File: config.mk
export PLATFORM = sky130hd
export DESIGN_NAME = exec_sequencer
export DESIGN_NICKNAME = d
export VERILOG_FILES = /design/src/rtl/seq_pkg.sv /design/src/rtl/seq_state.sv /design/src/rtl/seq_ctrl.sv /design/src/rtl/seq_gate.sv /design/src/rtl/exec_sequencer.sv
export SDC_FILE = /design/constraint.sdc
export NUM_CORES = 1
export LEC_CHECK = 0
export CAP_MARGIN = 20
export CORE_ASPECT_RATIO = 0.9
export CORE_MARGIN = 2
export CORE_UTILIZATION = 48
export CTS_BUF_LIST = sky130_fd_sc_hd__clkbuf_8
export CTS_CLUSTER_DIAMETER = 50
export DETAILED_ROUTE_END_ITERATION = 8
export PLACE_DENSITY_LB_ADDON = 0.1
export SYNTH_ARGS = -nofsm -noshare
export SYNTH_HDL_FRONTEND = slang
export SYNTH_HIERARCHICAL = 1
export SYNTH_SLANG_ARGS = --single-unit
File: constraint.sdc
create_clock -name clk -period 2.6 [get_ports clk]
set_input_delay 0.52 -clock clk [delete_from_list [all_inputs] [get_ports clk]]
set_output_delay 0.52 -clock clk [all_outputs]
set_load 0.005 [all_outputs]
File: src/rtl/seq_pkg.sv
package seq_pkg;
  parameter int XLEN       = 32;
  parameter int RIDX_W     = 4;
  parameter int SH_W       = 5;
  parameter int DIMM_W     = 8;
  parameter int MOFF_W     = 12;
  parameter int BOFF_W     = 24;
  parameter int BR_SHIFT   = 2;
  parameter int INSN_BYTES = 4;
  parameter int STEP_W     = 2;

  localparam logic [RIDX_W-1:0] PC_REG   = RIDX_W'(15);
  localparam logic [RIDX_W-1:0] LINK_REG = RIDX_W'(14);
  localparam logic [XLEN-1:0]   LINK_FIX = XLEN'(INSN_BYTES);

  typedef enum logic [1:0] {CL_DPR, CL_DPI, CL_MEM, CL_BR} cls_e;
  typedef enum logic [1:0] {OP_ADD, OP_SUB, OP_PASSA, OP_PASSB} alu_e;

  typedef struct packed {
    cls_e              cls;
    alu_e              op;
    logic [RIDX_W-1:0] rd;
    logic [RIDX_W-1:0] rn;
    logic [RIDX_W-1:0] rm;
    logic [BOFF_W-1:0] field;
    logic              ld;
    logic              up;
    logic              wb;
  } rec_t;

  typedef struct packed {
    logic [RIDX_W-1:0] ra;
    logic [RIDX_W-1:0] rb;
    logic              opb_imm;
    logic [XLEN-1:0]   imm;
    logic [SH_W-1:0]   sh;
    alu_e              alu;
    logic              addr_sel;
    logic              rf_we;
    logic [RIDX_W-1:0] wa;
    logic              wr_src;
    logic              dout_en;
    logic              pc_we;
    logic              pc_inc;
    logic              hold;
    logic              squash;
  } ctrl_t;

  function automatic logic [XLEN-1:0] dp_imm(input logic [BOFF_W-1:0] f);
    return XLEN'(f[DIMM_W-1:0]);
  endfunction

  function automatic logic [XLEN-1:0] mem_off(input logic [BOFF_W-1:0] f);
    return XLEN'(f[MOFF_W-1:0]);
  endfunction

  function automatic logic [XLEN-1:0] br_off(input logic [BOFF_W-1:0] f);
    return {{(XLEN-BOFF_W){f[BOFF_W-1]}}, f};
  endfunction

  function automatic alu_e dir_op(input logic up);
    return up ? OP_ADD : OP_SUB;
  endfunction

  function automatic logic [STEP_W-1:0] final_step(input rec_t r);
    case (r.cls)
      CL_MEM:  return r.ld ? STEP_W'(2) : STEP_W'(1);
      CL_BR:   return STEP_W'(2);
      default: return STEP_W'(0);
    endcase
  endfunction
endpackage

File: src/rtl/seq_state.sv
module seq_state
  import seq_pkg::*;
(
  input  logic              clk,
  input  logic              rst_n,
  input  logic              mem_ready,
  input  logic              last,
  input  logic              dec_valid,
  input  rec_t              dec_rec,
  output logic              ex_valid,
  output rec_t              ex_rec,
  output logic [STEP_W-1:0] step
);
  always_ff @(posedge clk) begin
    if (!rst_n) begin
      ex_valid <= 1'b0;
      ex_rec   <= '0;
      step     <= '0;
    end else if (mem_ready) begin
      if (last) begin
        ex_valid <= dec_valid;
        ex_rec   <= dec_rec;
        step     <= '0;
      end else begin
        step <= step + STEP_W'(1);
      end
    end
  end
endmodule

File: src/rtl/seq_ctrl.sv
module seq_ctrl
  import seq_pkg::*;
(
  input  logic              ex_valid,
  input  rec_t              ex_rec,
  input  logic [STEP_W-1:0] step,
  output ctrl_t             cw,
  output logic              last
);
  always_comb begin
    cw   = '0;
    last = 1'b1;
    if (!ex_valid) begin
      cw.pc_inc = 1'b1;
    end else begin
      last = (step == final_step(ex_rec));
      case (ex_rec.cls)
        CL_DPR: begin
          cw.ra     = ex_rec.rn;
          cw.rb     = ex_rec.rm;
          cw.alu    = ex_rec.op;
          cw.rf_we  = 1'b1;
          cw.wa     = ex_rec.rd;
          cw.pc_inc = 1'b1;
        end
        CL_DPI: begin
          cw.ra      = ex_rec.rn;
          cw.opb_imm = 1'b1;
          cw.imm     = dp_imm(ex_rec.field);
          cw.alu     = ex_rec.op;
          cw.rf_we   = 1'b1;
          cw.wa      = ex_rec.rd;
          cw.pc_inc  = 1'b1;
        end
        CL_MEM: begin
          if (step == STEP_W'(0)) begin
            cw.ra       = ex_rec.rn;
            cw.opb_imm  = 1'b1;
            cw.imm      = mem_off(ex_rec.field);
            cw.alu      = dir_op(ex_rec.up);
            cw.addr_sel = 1'b1;
            cw.hold     = 1'b1;
          end else if (step == STEP_W'(1)) begin
            cw.rb      = ex_rec.ld ? '0 : ex_rec.rd;
            cw.dout_en = !ex_rec.ld;
            cw.hold    = ex_rec.ld;
            cw.pc_inc  = !ex_rec.ld;
            if (ex_rec.wb) begin
              cw.ra      = ex_rec.rn;
              cw.opb_imm = 1'b1;
              cw.imm     = mem_off(ex_rec.field);
              cw.alu     = dir_op(ex_rec.up);
              cw.rf_we   = 1'b1;
              cw.wa      = ex_rec.rn;
            end
          end else begin
            cw.rf_we  = 1'b1;
            cw.wa     = ex_rec.rd;
            cw.wr_src = 1'b1;
            cw.pc_inc = 1'b1;
          end
        end
        default: begin
          if (step == STEP_W'(0)) begin
            cw.ra       = PC_REG;
            cw.opb_imm  = 1'b1;
            cw.imm      = br_off(ex_rec.field);
            cw.sh       = SH_W'(BR_SHIFT);
            cw.alu      = OP_ADD;
            cw.pc_we    = 1'b1;
            cw.addr_sel = 1'b1;
            cw.squash   = 1'b1;
          end else if (step == STEP_W'(1)) begin
            cw.ra     = PC_REG;
            cw.alu    = OP_PASSA;
            cw.rf_we  = 1'b1;
            cw.wa     = LINK_REG;
            cw.pc_inc = 1'b1;
          end else begin
            cw.ra      = LINK_REG;
            cw.opb_imm = 1'b1;
            cw.imm     = LINK_FIX;
            cw.alu     = OP_SUB;
            cw.rf_we   = 1'b1;
            cw.wa      = LINK_REG;
            cw.pc_inc  = 1'b1;
          end
        end
      endcase
    end
  end
endmodule

File: src/rtl/seq_gate.sv
module seq_gate
  import seq_pkg::*;
(
  input  logic  mem_ready,
  input  ctrl_t raw,
  output ctrl_t gated
);
  always_comb begin
    gated = raw;
    if (!mem_ready) begin
      gated.rf_we  = 1'b0;
      gated.pc_we  = 1'b0;
      gated.pc_inc = 1'b0;
      gated.squash = 1'b0;
      gated.hold   = 1'b1;
    end
  end
endmodule

File: src/rtl/exec_sequencer.sv
module exec_sequencer
  import seq_pkg::*;
(
  input  logic                 clk,
  input  logic                 rst_n,
  input  logic                 mem_ready,
  input  logic                 dec_valid,
  input  logic [1:0]           dec_class,
  input  logic [1:0]           dec_op,
  input  logic [RIDX_W-1:0]    dec_rd,
  input  logic [RIDX_W-1:0]    dec_rn,
  input  logic [RIDX_W-1:0]    dec_rm,
  input  logic [BOFF_W-1:0]    dec_field,
  input  logic                 dec_load,
  input  logic                 dec_up,
  input  logic                 dec_wb,
  output logic [RIDX_W-1:0]    rf_ra,
  output logic [RIDX_W-1:0]    rf_rb,
  output logic                 opb_imm,
  output logic [XLEN-1:0]      imm_val,
  output logic [SH_W-1:0]      sh_amt,
  output logic [1:0]           alu_op,
  output logic                 addr_sel,
  output logic                 rf_we,
  output logic [RIDX_W-1:0]    rf_wa,
  output logic                 wr_src,
  output logic                 dout_en,
  output logic                 pc_we,
  output logic                 pc_inc,
  output logic                 hold,
  output logic                 squash
);
  rec_t              dec_rec;
  rec_t              ex_rec;
  logic              ex_valid;
  logic [STEP_W-1:0] ex_step;
  logic              last_cycle;
  logic              ex_is_br;
  ctrl_t             raw_cw;
  ctrl_t             out_cw;

  always_comb begin
    dec_rec.cls   = cls_e'(dec_class);
    dec_rec.op    = alu_e'(dec_op);
    dec_rec.rd    = dec_rd;
    dec_rec.rn    = dec_rn;
    dec_rec.rm    = dec_rm;
    dec_rec.field = dec_field;
    dec_rec.ld    = dec_load;
    dec_rec.up    = dec_up;
    dec_rec.wb    = dec_wb;
  end

  seq_state u_state (
    .clk      (clk),
    .rst_n    (rst_n),
    .mem_ready(mem_ready),
    .last     (last_cycle),
    .dec_valid(dec_valid),
    .dec_rec  (dec_rec),
    .ex_valid (ex_valid),
    .ex_rec   (ex_rec),
    .step     (ex_step)
  );

  seq_ctrl u_ctrl (
    .ex_valid(ex_valid),
    .ex_rec  (ex_rec),
    .step    (ex_step),
    .cw      (raw_cw),
    .last    (last_cycle)
  );

  seq_gate u_gate (
    .mem_ready(mem_ready),
    .raw      (raw_cw),
    .gated    (out_cw)
  );

  assign ex_is_br = ex_valid && (ex_rec.cls == CL_BR);

  assign rf_ra    = out_cw.ra;
  assign rf_rb    = out_cw.rb;
  assign opb_imm  = out_cw.opb_imm;
  assign imm_val  = out_cw.imm;
  assign sh_amt   = out_cw.sh;
  assign alu_op   = out_cw.alu;
  assign addr_sel = out_cw.addr_sel;
  assign rf_we    = out_cw.rf_we;
  assign rf_wa    = out_cw.wa;
  assign wr_src   = out_cw.wr_src;
  assign dout_en  = out_cw.dout_en;
  assign pc_we    = out_cw.pc_we;
  assign pc_inc   = out_cw.pc_inc;
  assign hold     = out_cw.hold;
  assign squash   = out_cw.squash;
endmodule

; ---- After elaboration in Yosys (flattened, before gate mapping)
; Cells that the tools add are included.
[totals]
ff_bits = 46
input_bits = 47
out_inout_bits = 60
word_cells = 74
[op_classes]
add_sub_neg = 1
n_eq_ne = 5
n_mux = 51
reduce_logical = 6
[ops]
columns = op, count
row1 = $mux 33, 4
row2 = $pmux 33 s3, 1
row3 = $mux 57, 1
row4 = $mux 41, 1
row5 = $mux 2, 11
row6 = $mux 4, 5
row7 = $mux 5, 4
row8 = $mux 1, 17
row9 = $pmux 4 s2, 2
row10 = $pmux 5 s2, 1
row11 = $pmux 2 s2, 2
row12 = $mux 7, 1
row13 = $eq 2x1->1 const B, 2
row14 = $eq 2x2->1 const B, 2
row15 = $logic_not 2->1, 2
row16 = $reduce_or 3->1, 1
row17 = $add 2x1->2 const B, 1
row18 = $eq 2x2->1, 1
row19 = $pmux 1 s2, 1
row20 = $reduce_and 2->1, 1
row21 = $reduce_or 2->1, 1
row22 = $logic_not 1->1, 1

; ---- Logic depth before layout (Yosys ltp)
; Gate-level depths: netlist (run 1).
[logic_depth]
ltp_word = 7
mapped_depth = 9
ltp_nobuf = 5

; ---- Modules after synthesis
; Netlist (run 1), hierarchy kept.
[by_module_without_submodules]
columns = mod, n_inst, cells_each, area_per_inst_um2, seq_area_each_um2
row1 = seq_state, 1, 210, 1980.6, 920.9
row2 = seq_ctrl, 1, 130, 773.2, 0.0
row3 = seq_gate, 1, 60, 444.2, 0.0

; ---- Least setup slack after synthesis (run 1)
; Ideal clock, no wire load.
[synth_path]
kind = register to output
start = register u_state.ex_valid
end = output port imm_val[24]
arrival_time_ns = 1.440
required_ns = 2.080
slack_ns = 0.640
path_stages_with_launch = 7
path_buffers = 3
path_cell_list = dfxtp_1 > inv_2 > nor4_4 > buf_2 > and2_1 > buf_4 > buf_4
[synth_lines]
columns = element, line_no
row1 = "start, declared", seq_state.sv:10  ; output logic ex_valid,
row2 = "start signal, assigned", seq_state.sv:21  ; ex_valid <= dec_valid;
row3 = "end, declared", exec_sequencer.sv:20  ; output logic [XLEN-1:0] imm_val,

; ---- Final worst setup path (run 1)
[layout_path]
start = register u_state/ex_rec[42] (netlist name)
end = output port rf_ra[3]
[layout_between]
elab_chain_len = 4
elab_cells_between_ends = 6
classes_between = 2 x eq/ne / 2 x mux / 2 x reduce/logical
[layout_lines]
columns = element, line_no
row1 = $eq 2x1->1 / $logic_not 2->1 (equally long branches), seq_ctrl.sv:17  ; case (ex_rec.cls)
row2 = $reduce_or 2->1 (no source line), n/a
row3 = $pmux 4 s2 (*), seq_ctrl.sv:17
row4 = $mux 57 (*), seq_ctrl.sv:13  ; if (!ex_valid) begin
row5 = "end, declared", exec_sequencer.sv:17  ; output logic [RIDX_W-1:0] rf_ra,
; Every way passes the cells marked *; elsewhere a longest branch is shown, timed or not.

==> results of run 1 <==
[how the worst max path moves through the flow]
stage	start	end	slack, ns	depth (start not counted)
floorplan	u_state/ex_valid	imm_val[24]	0.64	6
global placement	u_state/step[1]	rf_wa[0]	0.21	4
detailed placement	u_state/ex_rec[42]	rf_ra[3]	0.18	6
CTS	u_state/step[0]	rf_wa[0]	0.006	5
global route	u_state/ex_rec[42]	rf_ra[3]	-0.003	6
finish	u_state/ex_rec[42]	rf_ra[3]	0.07	6
[registers in the layout, indices dropped and copies added, names as in the netlist]
signal / flops
u_state/ex_valid: 1
u_state/ex_rec: 43
u_state/step: 2
[kinds of logic after synthesis]
group	after synthesis	synth area share [%]
buffers and inverters	108	22.1
other	1	0.117
muxes	2	0.665
AOI/OAI and AO/OA	123	28.0
and+or+nand+nor	120	20.3
DFF	46	28.8
[power breakdown]
part           switching [mW]  internal (mW)
combinational           0.117          0.157
clock                   0.260          0.286
sequential             0.0257          0.741
total                   0.402           1.18
[cells in the final DEF (no fill, tap or decap), drive strengths merged, types with 2 or more instances in the layout]
master	synthesis	final
a21bo	44	44
nor3	4	4
and2	21	21
clkinvlp	0	2
a221oi	3	3
and3	2	2
conb	1	4
clkdlybuf4s50	0	99
a211o	2	2
dlymetal6s2s	0	2
nor2b	2	2
nand3	46	46
a32oi	4	4
clkbuf	9	5
inv	6	6
a31oi	2	2
o21ai	3	3
o31ai	2	2
a21oi	57	57
buf	93	20
nand2	14	14
nand2b	8	8
dfxtp	46	46
nor2	16	16
[timing repair]
action | in CTS | in global routing
gates resized for setup | 7 | 11
endpoints found under the setup margin | 27 | 28
setup buffers | 0 | 0
[final cells by class]
cell class,count,area [um^2]
fill,606,2530
multi-input combinational,249,1610
timing repair buffer,121,1200
sequential,46,932
tap,90,113
clock buffer,5,68.8
clock inverter,3,45.0
inverter,6,22.5
[synth_stat cells, drive strengths merged]
| library cell | n | area share (%) |
|---|---|---|
| inv | 6 | 0.70 |
| or3b | 1 | 0.27 |
| dfxtp | 46 | 29 |
| a21oi | 57 | 8.9 |
| or4 | 1 | 0.23 |
| mux2 | 1 | 0.35 |
| nor4 | 1 | 0.67 |
| a21bo | 44 | 14 |
| o22ai | 1 | 0.20 |
| o21a | 1 | 0.23 |
| nor2b | 2 | 0.39 |
| o2111a | 1 | 0.35 |
| a2bb2oi | 1 | 0.27 |
| and2 | 21 | 4.1 |
| a21o | 1 | 0.23 |
| buf | 93 | 20 |
| nand2 | 14 | 1.6 |
| a221oi | 3 | 0.82 |
| nand3 | 46 | 7.2 |
| nand2b | 8 | 1.6 |
| a32oi | 4 | 1.1 |
| mux2i | 1 | 0.31 |
| a21boi | 1 | 0.23 |
| clkbuf | 9 | 1.1 |
| conb | 1 | 0.12 |
| a211o | 2 | 0.55 |
| and4b | 1 | 0.31 |
| nor2 | 16 | 1.9 |
| o21ai | 3 | 0.47 |
| and3 | 2 | 0.39 |
| nor3b | 1 | 0.39 |
| nor3 | 4 | 0.63 |
| o31ai | 2 | 0.47 |
| nand4bb | 1 | 0.35 |
| a31oi | 2 | 0.39 |
| nand3b | 1 | 0.23 |
[layer usage]
metal | GRT usage (%) | vias to the layer above | part of all wire, %
li1 | - | 1365 | -
met1 | 26.9 | 1257 | 48
met2 | 33.1 | 79 | 45
met3 | 5.41 | 5 | 6.1
met4 | 4.15 | 0 | 0.76
met5 | 0 | - | 0
[critical path, stage by stage, from the launching register on]
cell and delay, ns:
dfxtp_4 0.38, buf_4 0.16, nor2b_1 0.14, buf_4 0.16
a21boi_4 0.15, nor3_1 0.18, clkdlybuf4s50_1 0.53
==> metrics.txt, run 1 <==
final setup violation count 0; Antenna diodes 0; Max rail drop VDD 0.229 mV; drt first pass iters 4; Post-Syn Area 0.00320 mm^2; CTS root buffer clkbuf_8; Util after Layout 61.2%; Worst Setup Path Type flip-flop to primary output; Final Hold Fails 0; hold buffers post-CTS 0; Total GRT Usage 20.1%; worst hold slack 0.572 ns; P_leak 1.46 nW; initial antenna violation count 0; global-route wire length before repair 12000 um; Hold Path Class flip-flop to flip-flop; Remaining DRCs 0; DR iter-0 viols 136; Die Span X 90.0 um; Reg-to-Reg End u_state/ex_rec[13]; Die Area 0.00733 mm^2; DP Area 0.00382 mm^2; status complete, no violations; Design Area, Final 0.00399 mm^2; vias in the first global route 2427; core area 0.00652 mm^2; IO Port Bufs 102; number of unique standard cell types used by synthesis 39; critical hold path startpoint u_state/ex_rec[21]; critical path startpoint category flip-flop; final total power 1.59 mW; ANT nets after route 0; Hold EP u_state/ex_rec[21]; Max-cap violations 0; clock buffer count from CTS 5; Tightest Pin Transition 0.641 ns; Final WS setup 0.0734 ns; synth warn 6; largest net degree at the start of global routing 43; CTS max path bufs 2; Fmax 396 MHz; GRT Residual Overflow 0; nets@finish 476; Slew HR 57.3%; GPL Wtd Cong 0.897; Synth Register Bits 46; Routed WL per cell 14.4 um; CP Capture Type primary output; Vias/cell 5.20; Skew-Pair Late Insertion Delay 0.30 ns; initial core utilization 49.1%; Synth Instances 400; Pins Over Slew Limit 0; post-route minimum period 2.53 ns; Arrival @ worst endpoint 2.01 ns; Worst-path clk slew 0.09 ns; WHS Path Cells 2; placed insts 512; H-Tree Depth 2; Cell Pwr Density 398 mW/mm^2; Cell Count, Final, Fillers Out 520; RSZ-0062 raised after global routing yes; pre-CTS WS 0.183 ns; vias 2706; Clock Skews 0.00707 ns; Crit Reg-Reg Startpoint u_state/step[1]; Area growth, synth to finish 24.7%; Die Span Y 81.4 um; layout cells sized above 1 20.5%; CP Max Fanout 9; number of I/O pins 107; wirelength, routed 7470 um; period utilization 97.2%; CTS Sinks 46; Mean Syn Cell Area 8.00 um^2; r2r setup slk 0.58 ns; worst reg-to-reg path cell count 6; Seq/Total Area, Yosys 28.8%; row count 28; CP Data Required Time 2.08 ns; CTS tree built; post-detail-place hpwl 5320 um; Setup TNS 0 ns
Note: power is estimated with default switching activity, not from simulation.
==> run 2: changes to the inputs <==
--- a/config.mk
+++ b/config.mk
@@ -7,3 +7,2 @@
 export LEC_CHECK = 0
-export CAP_MARGIN = 20
 export CORE_ASPECT_RATIO = 0.9
--- a/constraint.sdc
+++ b/constraint.sdc
@@ -3,2 +3,2 @@
 set_output_delay 0.52 -clock clk [all_outputs]
-set_load 0.005 [all_outputs]
+set_load 0.02 [all_outputs]
==> run 2 against run 1 <==
Effect of this change: core utilization is 0.12 points lower; first-iteration DRC count is 6.6% higher; wire length is 2.1% higher; worst hold slack worse by 0.0015 ns; critical endpoint is now alu_op[0].
==> metrics.txt, run 2 (synthesized netlist as in run 1, its figures left out) <==
GRT Residual Overflow 0 (unchanged); Max-cap violations 0 (unchanged); Hold Path Class flip-flop to flip-flop (unchanged); ANT nets after route 0 (unchanged); Total GRT Usage 20.1% (about the same); IO Port Bufs 102 (unchanged); Pins Over Slew Limit 0 (unchanged); Design Area, Final 0.00398 mm^2 (was 0.00399 mm^2); cells along the critical path buf_4, nand2b_1, nand3_1, a31oi_1, clkdlybuf4s50_1 (was buf_4, nor2b_1, buf_4, a21boi_4, nor3_1, clkdlybuf4s50_1); Net Switching 384 uW (was 402 uW); global-route wire length before repair 12000 um (about the same); Worst Setup Path Type flip-flop to primary output (unchanged); Clock Skews 0.00547 ns (was 0.00707 ns); CP Capture Type primary output (unchanged); Antenna diodes 0 (unchanged); Final Hold Fails 0 (unchanged); row count 28 (unchanged); CTS root buffer clkbuf_8 (unchanged); vias in the first global route 2444 (was 2427); initial core utilization 49.1% (unchanged); P_leak 2.11 nW (was 1.46 nW); status complete, no violations (unchanged); Switching Share 25.9% (was 25.3%); post-route minimum period 2.45 ns (was 2.53 ns); largest net degree at the start of global routing 43 (unchanged); Arrival @ worst endpoint 1.93 ns (was 2.01 ns); Routed WL per cell 14.8 um (was 14.4 um); DP Area 0.00381 mm^2 (was 0.00382 mm^2); Die Span Y 81.4 um (unchanged); Post-CTS Setup Inserts 0 (unchanged); CP Max Fanout 14 (was 9); post-detail-place hpwl 5260 um (was 5320 um); final total power 1.49 mW (was 1.59 mW); Clk pwr share 29.3% (was 34.4%); Worst-path clk slew 0.08 ns (was 0.09 ns); drt first pass iters 4 (unchanged); Die Span X 90.0 um (unchanged); number of I/O pins 107 (unchanged); CTS max path bufs 2 (unchanged); DR iter-0 viols 145 (was 136); crit path max-delay cell type clkdlybuf4s50_1 (unchanged); pre-CTS WS 0.201 ns (was 0.183 ns); placed insts 511 (was 512); Fmax 408 MHz (was 396 MHz); Final WS setup 0.146 ns (was 0.0734 ns); Area growth, synth to finish 24.5% (was 24.7%); CTS tree built (unchanged); crit-path max cell delay 0.63 ns (was 0.53 ns); CP Data Required Time 2.08 ns (about the same); Logic pwr share 19.2% (was 17.2%); initial antenna violation count 0 (unchanged); final setup violation count 0 (unchanged); register bank with the most flops u_state/ex_rec (unchanged); Die Area 0.00733 mm^2 (unchanged); RSZ-0062 raised after global routing no (was yes); most frequent cells in the layout a21oi_1, clkdlybuf4s50_1, nand3_1 (was clkdlybuf4s50_1, a21oi_1, nand3_1); wirelength, routed 7630 um (was 7470 um); GPL Wtd Cong 0.869 (was 0.897); Cell Count, Final, Fillers Out 517 (was 520); H-Tree Depth 2 (unchanged); Top Registers u_state/ex_rec: 43 flops, u_state/step: 2 flops, u_state/ex_valid: 1 flops (unchanged); worst hold slack 0.571 ns (was 0.572 ns); Remaining DRCs 0 (unchanged); Vias/cell 5.22 (was 5.20); vias 2699 (was 2706); clock buffer count from CTS 5 (unchanged); hold buffers post-CTS 0 (unchanged); core area 0.00652 mm^2 (unchanged); power share of the sequential group 51.5% (was 48.4%); critical path startpoint category flip-flop (unchanged); nets@finish 475 (was 476); internal power 1.10 mW (was 1.18 mW); Skew-Pair Late Insertion Delay 0.29 ns (was 0.30 ns); Max rail drop VDD 0.225 mV (was 0.229 mV); commonest non-fill, non-tap cell in the layout a21oi_1 (was clkdlybuf4s50_1); Cell Pwr Density 373 mW/mm^2 (was 398 mW/mm^2); max reg flops 43 (unchanged); Setup TNS 0 ns (unchanged); Util after Layout 61.1% (was 61.2%); CTS Sinks 46 (unchanged); layout cells sized above 1 18.7% (was 20.5%); period utilization 94.4% (was 97.2%)
run 2: worst paths after layout:
kind	slack, ns	start	end	depth (start not counted)
hold reg to reg	0.57	u_state/ex_rec[14]	u_state/ex_rec[14]	2
setup reg to reg	0.60	u_state/step[0]	u_state/ex_rec[10]	7
setup / recovery	0.15	u_state/step[0]	alu_op[0]	5
hold / removal	0.57	u_state/ex_rec[14]	u_state/ex_rec[14]	2
run 2: cell type report:
type	count	area (um^2)
well taps	90	113
repair buffers	120	1240
flip-flops and latches	46	923
multi-input cells	249	1600
inverters	6	22.5
fillers	626	2530
clock buffers	6	82.6
run 2: timing repair:
item,4_1_cts,5_1_grt
endpoints found under the hold margin,0,0
endpoints found under the setup margin,35,34
gates resized for setup,24,36
run 2: power by group through the flow:
stage               clock (mW)  combinational, mW  sequential (mW)
CTS                      0.450              0.289            0.766
global placement             0              0.287            0.781
floorplan                    0              0.183            0.774
finish                   0.435              0.286            0.766
detailed placement           0              0.289            0.782
global route             0.473              0.315            0.771
run 2: worst max-delay path, delay by kind of cell (launching register included):
kind / cells / cell delay [ns]
and+or+nand+nor: 2 / 0.27
buffers and inverters: 2 / 0.81
AOI/OAI and AO/OA: 1 / 0.20
DFF: 1 / 0.36
run 2: per-layer routing:
metal  wire length (um)  part of all wire (%)  track usage [%]
met1               3570                    47             28.0
met2               3450                    45             32.0
met3                587                   7.7             5.60
met4                 19                  0.25             2.77
met5                  0                     0                0
==> run 3: changes to the inputs <==
Settings changed: CTS_CLUSTER_DIAMETER 50 to 60.
==> results of run 3 <==
The final DEF is identical to that of run 2; final timing and power are the same.
